[src/rtl/cache2w_pkg.sv]
// Shared helpers for the two-way lookup unit.
// Assumes exactly two ways; a way number is one bit.
package cache2w_pkg;

    // Victim order among non-resident candidates: invalid way first
    // (way 0 if both invalid), else the least recently used way.
    function automatic logic pick_victim(input logic vld0, input logic vld1,
                                         input logic lru_way);
        if (!vld0)      return 1'b0;
        else if (!vld1) return 1'b1;
        else            return lru_way;
    endfunction

endpackage

[src/rtl/cache2w_way.sv]
// One way of the cache: tag, data and valid storage for every set.
// Read ports are combinational; one write port updates on the clock.
// Assumes SETS >= 2 and a single writer per cycle.
module cache2w_way #(
    parameter int SETS   = 2,
    parameter int TAG_W  = 8,
    parameter int DATA_W = 32,
    localparam int IDX_W = $clog2(SETS)
) (
    input  logic              clk,
    input  logic              rst_n,
    input  logic [IDX_W-1:0]  rd_idx,
    input  logic [TAG_W-1:0]  rd_tag,
    output logic              rd_hit,
    output logic              rd_vld,
    output logic [DATA_W-1:0] rd_data,
    input  logic [IDX_W-1:0]  fl_idx,
    input  logic [TAG_W-1:0]  fl_tag,
    output logic              fl_hit,
    output logic              fl_vld,
    input  logic              wr_en,
    input  logic              wr_fill,
    input  logic [IDX_W-1:0]  wr_idx,
    input  logic [TAG_W-1:0]  wr_tag,
    input  logic [DATA_W-1:0] wr_data
);
    logic [TAG_W-1:0]  tag_q [SETS];
    logic [DATA_W-1:0] dat_q [SETS];
    logic [SETS-1:0]   vld_q;

    // Valid bits: cleared by reset, set by a fill.
    always_ff @(posedge clk) begin
        if (!rst_n)
            vld_q <= '0;
        else if (wr_en && wr_fill)
            vld_q[wr_idx] <= 1'b1;
    end

    // Tag and data storage: data on any write, tag only on a fill.
    always_ff @(posedge clk) begin
        if (wr_en) begin
            dat_q[wr_idx] <= wr_data;
            if (wr_fill)
                tag_q[wr_idx] <= wr_tag;
        end
    end

    // Lookup port comparison and word read.
    always_comb begin
        rd_vld  = vld_q[rd_idx];
        rd_hit  = rd_vld && (tag_q[rd_idx] == rd_tag);
        rd_data = dat_q[rd_idx];
    end

    // Fill port residency check.
    always_comb begin
        fl_vld = vld_q[fl_idx];
        fl_hit = fl_vld && (tag_q[fl_idx] == fl_tag);
    end

    // after a fill the written set is valid and carries the fill tag.
    a_r5_fill_sets_valid: assert property (@(posedge clk) disable iff (!rst_n)
        (wr_en && wr_fill) |=> (vld_q[$past(wr_idx)] && tag_q[$past(wr_idx)] == $past(wr_tag)));

endmodule

[src/rtl/cache2w_lru.sv]
// Per-set recency bit. The bit holds the least recently used way.
// A touch marks the touched way as most recent. Two read ports.
module cache2w_lru #(
    parameter int SETS   = 2,
    localparam int IDX_W = $clog2(SETS)
) (
    input  logic             clk,
    input  logic             rst_n,
    input  logic             touch_en,
    input  logic [IDX_W-1:0] touch_idx,
    input  logic             touch_way,
    input  logic [IDX_W-1:0] qa_idx,
    output logic             qa_lru,
    input  logic [IDX_W-1:0] qb_idx,
    output logic             qb_lru
);
    logic [SETS-1:0] lru_q;

    // Recency update: the other way becomes the replacement candidate.
    always_ff @(posedge clk) begin
        if (!rst_n)
            lru_q <= '0;
        else if (touch_en)
            lru_q[touch_idx] <= ~touch_way;
    end

    // Combinational recency reads.
    always_comb begin
        qa_lru = lru_q[qa_idx];
        qb_lru = lru_q[qb_idx];
    end

    // a referenced way is never the candidate right after the reference.
    a_r7_touch_marks_mru: assert property (@(posedge clk) disable iff (!rst_n)
        touch_en |=> (lru_q[$past(touch_idx)] != $past(touch_way)));

endmodule

[src/rtl/cache2w_lookup.sv]
// Two-way set-associative lookup and replacement unit, one-word blocks.
// A request is answered combinationally. Fills and write hits update on the clock.
// A fill has priority over a same-cycle request for state updates.
// Assumes SETS is a power of two, at least 2.
module cache2w_lookup #(
    parameter int SETS    = 2,
    parameter int TAG_W   = 8,
    parameter int DATA_W  = 32,
    localparam int IDX_W  = $clog2(SETS),
    localparam int OFF_W  = 2,
    localparam int ADDR_W = TAG_W + IDX_W + OFF_W
) (
    input  logic              clk,
    input  logic              rst_n,
    input  logic              req_valid,
    input  logic              req_write,
    input  logic [ADDR_W-1:0] req_addr,
    input  logic [DATA_W-1:0] req_wdata,
    input  logic              fill_valid,
    input  logic [ADDR_W-1:0] fill_addr,
    input  logic [DATA_W-1:0] fill_data,
    output logic              hit,
    output logic              miss,
    output logic [DATA_W-1:0] rdata,
    output logic              victim_way
);
    import cache2w_pkg::*;

    localparam int NWAYS = 2;

    logic [IDX_W-1:0]  req_idx, fill_idx, wr_idx;
    logic [TAG_W-1:0]  req_tag, fill_tag;
    logic [NWAYS-1:0]  rd_hit, rd_vld, fl_hit, fl_vld, wr_en;
    logic [DATA_W-1:0] rd_data [NWAYS];
    logic [DATA_W-1:0] wr_data;
    logic              fill_way, lru_req, lru_fill;
    logic              touch_en, touch_way;
    logic [IDX_W-1:0]  touch_idx;

    // Address split into set index and tag (byte offset dropped).
    always_comb begin
        req_idx  = req_addr[OFF_W +: IDX_W];
        req_tag  = req_addr[ADDR_W-1 -: TAG_W];
        fill_idx = fill_addr[OFF_W +: IDX_W];
        fill_tag = fill_addr[ADDR_W-1 -: TAG_W];
    end

    // Shared write port: the fill wins, else a write hit.
    always_comb begin
        wr_idx  = fill_valid ? fill_idx  : req_idx;
        wr_data = fill_valid ? fill_data : req_wdata;
    end

    for (genvar w = 0; w < NWAYS; w++) begin : g_way
        // Per-way write enable from the fill choice or the write hit.
        assign wr_en[w] = fill_valid ? (fill_way == (w == 1))
                                     : (req_valid && req_write && rd_hit[w]);

        cache2w_way #(.SETS(SETS), .TAG_W(TAG_W), .DATA_W(DATA_W)) way_i (
            .clk     (clk),
            .rst_n   (rst_n),
            .rd_idx  (req_idx),
            .rd_tag  (req_tag),
            .rd_hit  (rd_hit[w]),
            .rd_vld  (rd_vld[w]),
            .rd_data (rd_data[w]),
            .fl_idx  (fill_idx),
            .fl_tag  (fill_tag),
            .fl_hit  (fl_hit[w]),
            .fl_vld  (fl_vld[w]),
            .wr_en   (wr_en[w]),
            .wr_fill (fill_valid),
            .wr_idx  (wr_idx),
            .wr_tag  (fill_tag),
            .wr_data (wr_data)
        );
    end

    // Fill way: resident copy, else invalid way, else LRU way.
    always_comb begin
        if (fl_hit[1])      fill_way = 1'b1;
        else if (fl_hit[0]) fill_way = 1'b0;
        else                fill_way = pick_victim(fl_vld[0], fl_vld[1], lru_fill);
    end

    // Recency reference: a fill, else a request hit.
    always_comb begin
        touch_en  = fill_valid || (req_valid && (|rd_hit));
        touch_idx = fill_valid ? fill_idx : req_idx;
        touch_way = fill_valid ? fill_way : rd_hit[1];
    end

    cache2w_lru #(.SETS(SETS)) lru_i (
        .clk       (clk),
        .rst_n     (rst_n),
        .touch_en  (touch_en),
        .touch_idx (touch_idx),
        .touch_way (touch_way),
        .qa_idx    (req_idx),
        .qa_lru    (lru_req),
        .qb_idx    (fill_idx),
        .qb_lru    (lru_fill)
    );

    // Hit decision, then way multiplexer on the data.
    always_comb begin
        hit        = req_valid && (|rd_hit);
        miss       = req_valid && !(|rd_hit);
        rdata      = !hit ? '0 : (rd_hit[1] ? rd_data[1] : rd_data[0]);
        victim_way = pick_victim(rd_vld[0], rd_vld[1], lru_req);
    end

    // the two ways never both hold the requested address.
    a_r2_no_double_match: assert property (@(posedge clk) disable iff (!rst_n)
        !(rd_hit[0] && rd_hit[1]));

    // a hit only accompanies a request and never a miss.
    a_r2_hit_excludes_miss: assert property (@(posedge clk) disable iff (!rst_n)
        hit |-> (req_valid && !miss));

    // with one way free and no resident copy, the fill uses the free way.
    a_r6_invalid_first: assert property (@(posedge clk) disable iff (!rst_n)
        (fill_valid && fl_hit == 2'b00 && fl_vld != 2'b11) |-> !fl_vld[fill_way]);

endmodule

[config.mk]
export PLATFORM = sky130hd
export DESIGN_NAME = cache2w_lookup
export DESIGN_NICKNAME = d
export VERILOG_FILES = /design/src/rtl/cache2w_pkg.sv /design/src/rtl/cache2w_way.sv /design/src/rtl/cache2w_lru.sv /design/src/rtl/cache2w_lookup.sv
export SDC_FILE = /design/constraint.sdc
export NUM_CORES = 1
export LEC_CHECK = 0
export BUFFER_PORTS_ARGS = -buffer_cell sky130_fd_sc_hd__buf_2
export CORE_UTILIZATION = 30
export CTS_BUF_LIST = sky130_fd_sc_hd__clkbuf_8
export CTS_CLUSTER_SIZE = 30
export DETAILED_ROUTE_END_ITERATION = 7
export MAX_ROUTING_LAYER = met4
export PLACE_DENSITY = 0.56
export RECOVER_POWER = 50
export SLEW_MARGIN = 20
export SYNTH_ARGS = -nofsm -noshare
export SYNTH_HDL_FRONTEND = slang
export SYNTH_HIERARCHICAL = 1
export SYNTH_SLANG_ARGS = --single-unit
[constraint.sdc]
create_clock -name clk -period 5.3 [get_ports clk]
set_clock_uncertainty 0.15 [all_clocks]
set_input_delay 0.795 -clock clk [delete_from_list [all_inputs] [get_ports clk]]
set_output_delay 0.795 -clock clk [all_outputs]
set_load 0.01 [all_outputs]
======== Word-level counts from Yosys, hierarchy flattened ========
Memories as Yosys holds them, arrays and structs flattened.
Cells that the tools add are included.
operators by class
  order comparisons ....................... 4
  equality and inequality tests ........... 4
  muxes and demuxes ....................... 37
  bitwise gates (word level) .............. 4
  reduce and logical (&&, ||, !) cells .... 15
operator list
  operator                                                     number
  two-way mux 32 bit                                           3
  == test 8 bit                                                4
  two-way mux 1 bit                                            32
  logical AND 1 bit                                            12
  less-than comparator 1 x 2 -> 1 bit (second input constant)  3
  OR 2 bit                                                     2
  bitwise mux 2 bit                                            1
  NOT 1 bit                                                    2
  OR reduction 2 bit                                           1
  demux 1 bit (select 1 bit)                                   1
  greater-or-equal comparator 1 bit (second input constant)    1
  logical NOT 1 bit                                            1
  logical OR 1 bit                                             1
storage, ports and cells
  flip-flop bits (word level) ............. 6
  bits in writable memories ............... 160
  bits of input ports ..................... 91
  output and inout bits ................... 35
  logic and storage cells ................. 71
  memories ................................ 4
memory list
  memory                depth  width  rd ports  clocked after Yosys merged registers in  wr ports  line               text
  g_way[0].way_i.dat_q  2      32     1         0                                        1         cache2w_way.sv:28  logic [DATA_W-1:0] dat_q [SETS];
  g_way[1].way_i.dat_q  2      32     1         0                                        1         cache2w_way.sv:28
  g_way[0].way_i.tag_q  2      8      2         0                                        1         cache2w_way.sv:27  logic [TAG_W-1:0] tag_q [SETS];
  g_way[1].way_i.tag_q  2      8      2         0                                        1         cache2w_way.sv:27

======== Longest topological paths before layout ========
Gate-level depths: netlist (run 1).
  word-level depth ........................ 10
  depth in mapped cells ................... 13
  gate-level depth less buffers ........... 10

======== Cells and area by module ========
Netlist (run 1), hierarchy kept.
by module, submodules not included
  module                         instances  cells each  area an instance (sq um)
  cache2w_way at g_way[0].way_i  1          171         3270.6
  cache2w_way at g_way[1].way_i  1          173         3256.9
  cache2w_lookup                 1          123         1151.1
  cache2w_lru                    1          10          103.8

======== Worst setup path after synthesis (run 1) ========
OpenSTA, ideal clock, no wires.
  path type ............................... input-to-reg
  start ................................... input port req_addr[2]
  end ..................................... memory g_way[1].way_i.dat_q[0][0] (enable)
  data arrival time ....................... 3694 ps
  setup slack ............................. 1031 ps
  stages on the path ...................... 11
  buffers on the path ..................... 4
  cells stage by stage .................... buf_6 buf_6 mux2i_1 xor2_1 nand4_1 nor2_1 buf_6 buf_6 nand3_1 a21oi_1 nor2b_1
on the way
  word-level cells in the longest chain between the ends .. 7
ends and longest elaborated chain
  item                                                                 line                                  text
  start: declaration                                                   cache2w_lookup.sv:17                  input logic [ADDR_W-1:0] req_addr,
  memory read (2 x 8 bit) / two-way mux 1 bit (equally long branches)  n/a
  == test 8 bit / two-way mux 1 bit (equally long branches)            cache2w_way.sv:51, cache2w_way.sv:50
  logical AND 1 bit (*)                                                cache2w_way.sv:51                     rd_hit = rd_vld && (tag_q[rd_idx] == rd_tag);
  net rd_hit[1]                                                        cache2w_lookup.sv:33                  logic [NWAYS-1:0] rd_hit, rd_vld, fl_hit, fl_vld, wr_en;
  logical AND 1 bit (*)                                                cache2w_lookup.sv:57                  : (req_valid && req_write && rd_hit[w]);
  two-way mux 1 bit (*)                                                cache2w_lookup.sv:56                  assign wr_en[w] = fill_valid ? (fill_way == (w == 1))
  net wr_en[1]                                                         cache2w_lookup.sv:33
  two-way mux 1 bit (*)                                                cache2w_way.sv:41                     if (wr_en) begin
  two-way mux 1 bit (implied by the code) (*)                          cache2w_way.sv:42                     dat_q[wr_idx] <= wr_data;
  end: declaration                                                     cache2w_way.sv:28
The timed path passes the listed nets; every way through them passes the cells marked *. The select of a mux whose other input is x is not followed.

======== Worst setup path in the final report (run 1) ========
  start ................................... input port req_addr[2]
  end ..................................... output port rdata[12]
on the way
  word-level cells in the longest chain between the ends .. 6
ends and longest elaborated chain
  item                                                   line                   text
  two-way mux 1 bit (implied by the code) (2 in series)  cache2w_way.sv:50      rd_vld = vld_q[rd_idx];
  net rd_vld[0]                                          cache2w_lookup.sv:33
  logical AND 1 bit                                      cache2w_way.sv:51
  net rd_hit[0]                                          cache2w_lookup.sv:33
  OR reduction 2 bit                                     cache2w_lookup.sv:107  hit = req_valid && (|rd_hit);
  logical AND 1 bit                                      cache2w_lookup.sv:107
  two-way mux 32 bit                                     cache2w_lookup.sv:109  rdata = !hit ? '0 : (rd_hit[1] ? rd_data[1] : rd_data[0]);
  end: declaration                                       cache2w_lookup.sv:24   output logic [DATA_W-1:0] rdata,
The timed path passes the listed nets, and every way through them passes these cells. The select of a mux whose other input is x is not followed.

==> results of run 1 <==
## state kept, by name (all words and copies together), names as in the netlist
signal	flops
g_way.way_i/dat_q	128
g_way.way_i/vld_q	4
g_way.way_i/tag_q	32
lru_i/lru_q	2
## path summary, 6_finish.rpt
path	slack, ns	endpoint	cells past startpoint	start
worst max-delay path	0.85	rdata[12]	8	req_addr[2]
worst min-delay path	0.35	g_way[1].way_i/vld_q[1]	1	g_way[1].way_i/vld_q[1]
worst min register to register	0.35	g_way[1].way_i/vld_q[1]	1	g_way[1].way_i/vld_q[1]
worst max register to register	1.84	g_way[1].way_i/tag_q[0][2]	9	g_way[1].way_i/tag_q[1][1]
## through the flow
step | setup slack, ns | instance area (um^2)
finish | 0.851 | 8940
global route | 0.589 | 8940
CTS | 0.815 | 9070
detailed placement | 0.796 | 8670
floorplan | 1.03 | 7780
global placement | 0.856 | 8670
## power by group through the flow
stage                     combinational [mW]  clock, mW  sequential (mW)
after floorplan                        0.181          0             1.56
after global routing                   0.275       1.00             1.54
after detailed placement               0.275          0             1.56
after CTS                              0.276      0.953             1.53
final                                  0.249      0.919             1.53
after global placement                 0.268          0             1.56
## layer usage
metal / vias up / part of all wire / routed length [um]
met3: 15 / 0.044 / 722
met5: - / 0 / 0
met4: 0 / 0.012 / 201
li1: 2052 / - / -
met2: 108 / 0.49 / 8140
met1: 2150 / 0.45 / 7430
## area by class of cell
cell class                 instances  area share
clock buffer                      17      0.0262
timing repair buffer             130      0.0733
sequential                       166       0.551
inverter                           6     0.00252
multi-input combinational        282       0.282
clock inverter                    14      0.0188
tap                              330      0.0462
## cells in the mapped netlist
cell type	number	area, um^2
sky130_fd_sc_hd__edfxtp_1	160	4800
sky130_fd_sc_hd__mux2_2	72	811
sky130_fd_sc_hd__mux2i_1	62	621
sky130_fd_sc_hd__nor2_1	38	143
sky130_fd_sc_hd__mux2_4	29	435
sky130_fd_sc_hd__xor2_1	25	219
sky130_fd_sc_hd__buf_6	14	158
sky130_fd_sc_hd__nand2_1	8	30.0
sky130_fd_sc_hd__xnor2_1	8	70.1
sky130_fd_sc_hd__buf_2	7	35.0
sky130_fd_sc_hd__dfxtp_1	6	120
sky130_fd_sc_hd__inv_1	5	18.8
sky130_fd_sc_hd__nand4_1	5	31.3
sky130_fd_sc_hd__o21a_1	4	30.0
sky130_fd_sc_hd__and3_1	3	18.8
sky130_fd_sc_hd__nand2b_1	3	18.8
sky130_fd_sc_hd__nor2b_1	3	18.8
sky130_fd_sc_hd__o21ai_0	3	15.0
sky130_fd_sc_hd__a21oi_1	2	10.0
sky130_fd_sc_hd__and2_1	2	12.5
sky130_fd_sc_hd__buf_8	2	30.0
sky130_fd_sc_hd__nor4_1	2	12.5
sky130_fd_sc_hd__o22ai_1	2	12.5
sky130_fd_sc_hd__a21boi_0	1	7.51
sky130_fd_sc_hd__a311oi_1	1	8.76
sky130_fd_sc_hd__a311oi_2	1	15.0
sky130_fd_sc_hd__a41o_1	1	10.0
sky130_fd_sc_hd__inv_2	1	3.75
sky130_fd_sc_hd__nand3_1	1	5.00
sky130_fd_sc_hd__nand3b_1	1	7.51
sky130_fd_sc_hd__nor3b_1	1	7.51
sky130_fd_sc_hd__nor4b_1	1	8.76
sky130_fd_sc_hd__o211a_1	1	10.0
sky130_fd_sc_hd__o211ai_1	1	7.51
sky130_fd_sc_hd__o21ai_4	1	16.3
## cell families after synthesis
kind of cell	count (synthesis)
DFF	166
AOI/OAI and AO/OA	18
and+or+nand+nor	68
xor gates and xnor gates	33
buffers and inverters	29
muxes	163
==> reports/qor.txt, run 1 <==
Most frequent standard cell in the layout excluding fill and tap cells: sky130_fd_sc_hd__edfxtp_1
Number of standard-cell rows in the floorplan: 58
Combinational fraction of design power: 0.092
Number of clock sinks: 166
Final routed wire length divided by cell count: 17.5 um
Tightest Pin Transition: 2.02 ns
Core occupancy in the finished layout: 0.353
Final Routed Wirelength: 16,500 um
Hold buffer count at cts: 0
Cell Area, Synth: 7780 um^2
Total number of vias: 4,325
Type of the worst setup path: in2out
Worst hold slack: 0.354 ns
Synth Area in Adders: 0
Net count of the finished layout: 694
Number of instances in the synthesized netlist: 477
Violations in the final reports: capacitance limit, slew limit
Number of diodes: 0
I/O Pins: 126
Post-cts resize count: 0
Worst path most repeated cell: sky130_fd_sc_hd__buf_4
Clock group share of total power: 0.340
Family with the most delay on the worst path: buffers and inverters
Overall Global Routing Usage: 0.130
Layout filler cell count: 2,472
Overall Power: 2.70 mW
Fin. max-slew vios: 33
Share of total power in sequential cells: 0.567
CP max stage cell: sky130_fd_sc_hd__buf_4
Status: finished, violations left
Starting density of the core: 0.307
Sum of negative setup slack: 0 ns
Max capacitance violation total: 1
Share of synthesized area occupied by flip-flops and latches: 0.633
Die span in y: 163 um
Main combinational cell family by area after synthesis: multiplexers
Area growth from synthesis to final layout: 14.9%
Global routing usage on met3: 0.0297
Delay of the slowest cell on the worst path: 0.63 ns
CP endpoint kind: output pin
Wire length of the first global-routing pass: 24,400 um
Post-route DRC: 0
Largest net degree at the start of global routing: 46
Data required time at the worst endpoint: 4.36 ns
Internal power: 2.06 mW
Detail Placement HPWL: 10,300 um
Compound-Gate Fraction of Synth Area: 0.0183
Vias per Instance: 4.58
Top library cells by usage in the layout, fill and taps aside: sky130_fd_sc_hd__edfxtp_1, sky130_fd_sc_hd__buf_2, sky130_fd_sc_hd__mux2_2
Peak VDD IR: 0.126 mV
Slew Limit Headroom: -0.349
Number of I/O port buffers: 121
Number of antenna-violating nets in the routed design: 0
Static leakage: 3.24 nW
Layout cells sized above 1: 0.364
Layout Cells excl Fill: 945
Syn. warnings: 6
Number of nets in the synthesized netlist: 568
Crit path DAT: 3.50 ns
X dimension of the die: 163 um
Area of the multi-input gates: 2520 um^2
Core footprint: 25,300 um^2
Final weighted congestion of routability-driven global placement: 0.789
Switching Fraction: 0.239
Distinct cell type count after synthesis: 35
Final number of hold-violating endpoints: 0
Inserted Clock Buffers: 17
Deepest clock path buffer count: 2
CTS tree: built
Area occupied by registers: 4920 um^2
Pwr Density: 302 nW/um^2
Total net switching power: 645 uW
Die Area: 26,600 um^2
Chain of cells forming the critical path: buf_4 > buf_4 > mux2_2 > and3_1 > o21ai_4 > buf_4 > nor2_1 > buf_2
RSZ-0062 raised after global routing: no
Post-synthesis share of cell area spent on xor and xnor gates: 0.0371
Biggest fanout along the worst timing path: 45
Final clock period utilization by the worst path: 0.839
Minimum clock period: 4.45 ns
Worst Hold Class: reg2reg
Met2 routing resource usage after global routing: 0.217
Number of DRC violations after detailed-routing iteration 0: 157
# placed instances: 914
Buffers plus inverters on the worst setup path: 4
Later-pin clock latency in the skew report: 0.45 ns
Overflow left after global routing: 0
Peak Freq: 225 MHz
Gr busiest metal: met2
Via count of the first global-routing pass: 4,572
Global Route met1 Usage: 0.154
Root Buffer: sky130_fd_sc_hd__clkbuf_8
Seq cells post-synth: 166
Number of levels in the clock H-tree: 4
Multiplexer area fraction after synthesis: 0.240
Kind of start point of the critical path: input pin
Postcts setup bufs: 0
Setup-failing EPs final: 0
TritonRoute pass-1 iters: 4
Clock slew seen by the registers of the worst setup and hold paths: 0.09 ns
Post-Syn Area per Cell: 16.3 um^2
Initial antenna violation count: 0
Simple-gate area share of the yosys netlist: 0.0404
Note: power is estimated with default switching activity, not from simulation.
==> run 2: changes to the inputs <==
--- a/config.mk
+++ b/config.mk
@@ -5,6 +5,7 @@
 export SDC_FILE = /design/constraint.sdc
 export NUM_CORES = 1
 export LEC_CHECK = 0
+export ABC_AREA = 1
 export BUFFER_PORTS_ARGS = -buffer_cell sky130_fd_sc_hd__buf_2
 export CORE_UTILIZATION = 30
 export CTS_BUF_LIST = sky130_fd_sc_hd__clkbuf_8
==> constraint.sdc (replaced) <==
create_clock -name clk -period 4.5 [get_ports clk]
set_clock_uncertainty 0.15 [all_clocks]
set_input_delay 0.675 -clock clk [delete_from_list [all_inputs] [get_ports clk]]
set_output_delay 0.675 -clock clk [all_outputs]
set_load 0.01 [all_outputs]
==> reports/qor.txt, run 2 <==
Status: finished, final reports clean (was finished, violations left)
Tightest Pin Transition: 1.29 ns (was 2.02 ns)
Number of flip-flops under the largest register name: 128 (unchanged)
I/O Pins: 126 (unchanged)
Number of instances in the synthesized netlist: 949 (was 477)
Inserted Clock Buffers: 17 (unchanged)
Combinational fraction of design power: 0.097 (was 0.092)
Number of nets in the synthesized netlist: 1,040 (was 568)
Clock group share of total power: 0.334 (was 0.340)
Syn. warnings: 6 (unchanged)
Peak Freq: 260 MHz
Post-cts resize count: 0 (unchanged)
Number of I/O port buffers: 121 (unchanged)
Layout cells sized above 1: 0.152 (was 0.364)
Clock slew seen by the registers of the worst setup and hold paths: 0.09 ns (about the same)
Minimum clock period: 3.85 ns
Setup-failing EPs final: 0 (unchanged)
Static leakage: 4.54 nW (was 3.24 nW)
Family with the most delay on the worst path: simple AND/OR/NAND/NOR gates (was buffers and inverters)
Later-pin clock latency in the skew report: 0.45 ns (about the same)
Cell taking the most area after synthesis: sky130_fd_sc_hd__edfxtp_1 (unchanged)
Slew Limit Headroom: 0.140 (was -0.349)
Startpoint of the most critical hold path: g_way[1].way_i/vld_q[0] (was g_way[1].way_i/vld_q[1])
Hold Crit Depth: 1 (unchanged)
Root Buffer: sky130_fd_sc_hd__clkbuf_8 (unchanged)
Post-route DRC: 0 (unchanged)
Critical R2R Capture: g_way[1].way_i/dat_q[1][22] (was g_way[1].way_i/tag_q[0][2])
Share of total power in sequential cells: 0.569 (was 0.567)
Overflow left after global routing: 0 (unchanged)
Cell Area, Synth: 8170 um^2 (was 7780 um^2)
Number of DRC violations after detailed-routing iteration 0: 425 (was 157)
CP max stage cell: sky130_fd_sc_hd__buf_2 (was sky130_fd_sc_hd__buf_4)
Peak VDD IR: 0.147 mV (was 0.126 mV)
Worst Hold Class: reg2reg (unchanged)
Reg2reg setup slack: 1.57 ns (was 1.84 ns)
Die Area: 27,900 um^2 (was 26,600 um^2)
X dimension of the die: 167 um (was 163 um)
Final weighted congestion of routability-driven global placement: 0.766 (was 0.789)
Buffers plus inverters on the worst setup path: 5 (was 4)
Switching Fraction: 0.270 (was 0.239)
Worst hold slack: 0.328 ns (was 0.354 ns)
Area contributors post-synth: sky130_fd_sc_hd__edfxtp_1, sky130_fd_sc_hd__nand2_1, sky130_fd_sc_hd__inv_1 (was sky130_fd_sc_hd__edfxtp_1, sky130_fd_sc_hd__mux2_2, sky130_fd_sc_hd__mux2i_1)
Top post-synthesis cells by count: sky130_fd_sc_hd__nand2_1, sky130_fd_sc_hd__edfxtp_1, sky130_fd_sc_hd__inv_1 (was sky130_fd_sc_hd__edfxtp_1, sky130_fd_sc_hd__mux2_2, sky130_fd_sc_hd__mux2i_1)
Number of antenna-violating nets in the routed design: 0 (unchanged)
Critical R2R Launch: g_way[1].way_i/tag_q[1][1] (unchanged)
Count leader, synth: sky130_fd_sc_hd__nand2_1 (was sky130_fd_sc_hd__edfxtp_1)
R2r worst-path depth: 13 (was 9)
Yosys top cell area share: 0.588 (was 0.617)
Main synth FF type: sky130_fd_sc_hd__edfxtp_1 (unchanged)
Initial antenna violation count: 2 (was 0)
Kind of start point of the critical path: input pin (unchanged)
Hold worst-path end: g_way[1].way_i/vld_q[0] (was g_way[1].way_i/vld_q[1])
Number of levels in the clock H-tree: 4 (unchanged)
Delay of the slowest cell on the worst path: 0.48 ns (was 0.63 ns)
Data required time at the worst endpoint: 3.67 ns (was 4.36 ns)
Via count of the first global-routing pass: 5,545 (was 4,572)
Net count of the finished layout: 1,159 (was 694)
TritonRoute pass-1 iters: 5 (was 4)
Seq cells post-synth: 166 (unchanged)
Post-synthesis async set-or-reset flop share: 0 (unchanged)
Number of clock sinks: 166 (unchanged)
Final routed wire length divided by cell count: 13.0 um (was 17.5 um)
Layout filler cell count: 2,769 (was 2,472)
Final number of hold-violating endpoints: 0 (unchanged)
Share of synthesized area occupied by flip-flops and latches: 0.602 (was 0.633)
Biggest fanout along the worst timing path: 28 (was 45)
Core footprint: 26,900 um^2 (was 25,300 um^2)
Leading registers by flop count: g_way.way_i/dat_q: 128 flops, g_way.way_i/tag_q: 32 flops, g_way.way_i/vld_q: 4 flops (unchanged)
Area growth from synthesis to final layout: 16.4% (was 14.9%)
Crit path DAT: 3.03 ns (was 3.50 ns)
EDFF count, synth: 160 (unchanged)
Deepest clock path buffer count: 2 (unchanged)
Total number of vias: 6,000 (was 4,325)
Most frequent standard cell in the layout excluding fill and tap cells: sky130_fd_sc_hd__nand2_1 (was sky130_fd_sc_hd__edfxtp_1)
Final Routed Wirelength: 18,500 um (was 16,500 um)
Max capacitance violation total: 0 (was 1)
Postcts setup bufs: 0 (unchanged)
Fin. max-slew vios: 0 (was 33)
Sum of negative setup slack: 0 ns (unchanged)
Starting density of the core: 0.304 (was 0.307)
Overall Global Routing Usage: 0.144 (was 0.130)
Total net switching power: 843 uW (was 645 uW)
Distinct cell type count after synthesis: 24 (was 35)
Most flops, register: g_way.way_i/dat_q (unchanged)
Top library cells by usage in the layout, fill and taps aside: sky130_fd_sc_hd__nand2_1, sky130_fd_sc_hd__edfxtp_1, sky130_fd_sc_hd__inv_1 (was sky130_fd_sc_hd__edfxtp_1, sky130_fd_sc_hd__buf_2, sky130_fd_sc_hd__mux2_2)
Number of standard-cell rows in the floorplan: 60 (was 58)
CP endpoint kind: output pin (unchanged)
Type of the worst setup path: in2out (unchanged)
Internal power: 2.28 mW (was 2.06 mW)
Final clock period utilization by the worst path: 0.856
Vias per Instance: 4.21 (was 4.58)
Chain of cells forming the critical path: buf_2 > inv_4 > nand2_1 > nand2_1 > nand2_1 > nand2_1 > nor2_1 > nand3_1 > nor2_1 > nor2_1 > nor2_4 > buf_12 > nand2_1 > inv_1 > buf_2 (was buf_4 > buf_4 > mux2_2 > and3_1 > o21ai_4 > buf_4 > nor2_1 > buf_2)
Die span in y: 167 um (was 163 um)
Largest net degree at the start of global routing: 42 (was 46)
Post-Syn Area per Cell: 8.61 um^2 (was 16.3 um^2)
Detail Placement HPWL: 11,800 um (was 10,300 um)
Pwr Density: 328 nW/um^2 (was 302 nW/um^2)
Hold buffer count at cts: 0 (unchanged)
Worst path most repeated cell: sky130_fd_sc_hd__nand2_1 (was sky130_fd_sc_hd__buf_4)
RSZ-0062 raised after global routing: no (unchanged)
CTS tree: built (unchanged)
Wire length of the first global-routing pass: 29,700 um (was 24,400 um)
Area of the multi-input gates: 2570 um^2 (was 2520 um^2)
Area occupied by registers: 4920 um^2 (unchanged)
run 2: changes by cell type after synthesis, sizes merged, moves of 4 or more:
cell    before  now
xor2        25    3
nand3        1   32
mux2i       62    0
o21ai        4   40
a21oi        2    6
buf         23   33
nand2        8  501
clkbuf       0    4
mux2       101    0
inv          6  119
nor2        38   27
run 2: worst max-delay path by stage:
stage	startpoint	endpoint	slack, ns	cells after the start
global placement	req_addr[2]	rdata[31]	0.61	15
CTS	req_addr[2]	rdata[31]	0.61	15
detailed placement	req_addr[2]	rdata[31]	0.61	15
floorplan	req_addr[2]	g_way[1].way_i/dat_q[0][0]	0.55	13
finish	req_addr[2]	rdata[31]	0.65	15
global route	req_addr[2]	rdata[31]	0.43	15
run 2: per-stage QoR:
stage,total power [mW],setup slack [ns],util,instance area [um^2],std cells
2_1_floorplan,2.01,0.546,-,8170,949
3_3_place_gp,2.12,0.612,0.340,9140,1390
3_5_place_dp,2.12,0.613,0.340,9140,1390
4_1_cts,3.17,0.609,0.355,9530,1422
5_1_grt,3.28,0.434,0.354,9510,1424
6_report,3.12,0.649,0.354,9510,1424
run 2: cell type report:
type,instances,area share
diodes,2,0.000526
clock buffers,17,0.0246
clock inverters,15,0.0160
inverters,119,0.0475
multi-input cells,627,0.271
flip-flops and latches,166,0.518
well taps,341,0.0449
repair buffers,137,0.0781
run 2: cells by family after synthesis:
family / share of synthesized area
DFF: 0.602
buffers and inverters: 0.0853
xor gates and xnor gates: 0.0129
AOI/OAI and AO/OA: 0.0328
and+or+nand+nor: 0.267
run 2: metal layers:
layer  up-vias  share of wire  track usage
li1       3206              -            -
met5         -              0            -
met2       103           0.47        0.227
met3        14          0.038       0.0297
met1      2677           0.48        0.183
met4         0          0.013       0.0471
run 2: power by group through the flow:
stage               registers (mW)  clock network (mW)  logic, mW
floorplan                     1.81                   0      0.196
global placement              1.81                   0      0.306
detailed placement            1.81                   0      0.311
CTS                           1.78                1.08      0.312
global route                  1.78                1.14      0.353
finish                        1.78                1.04      0.303
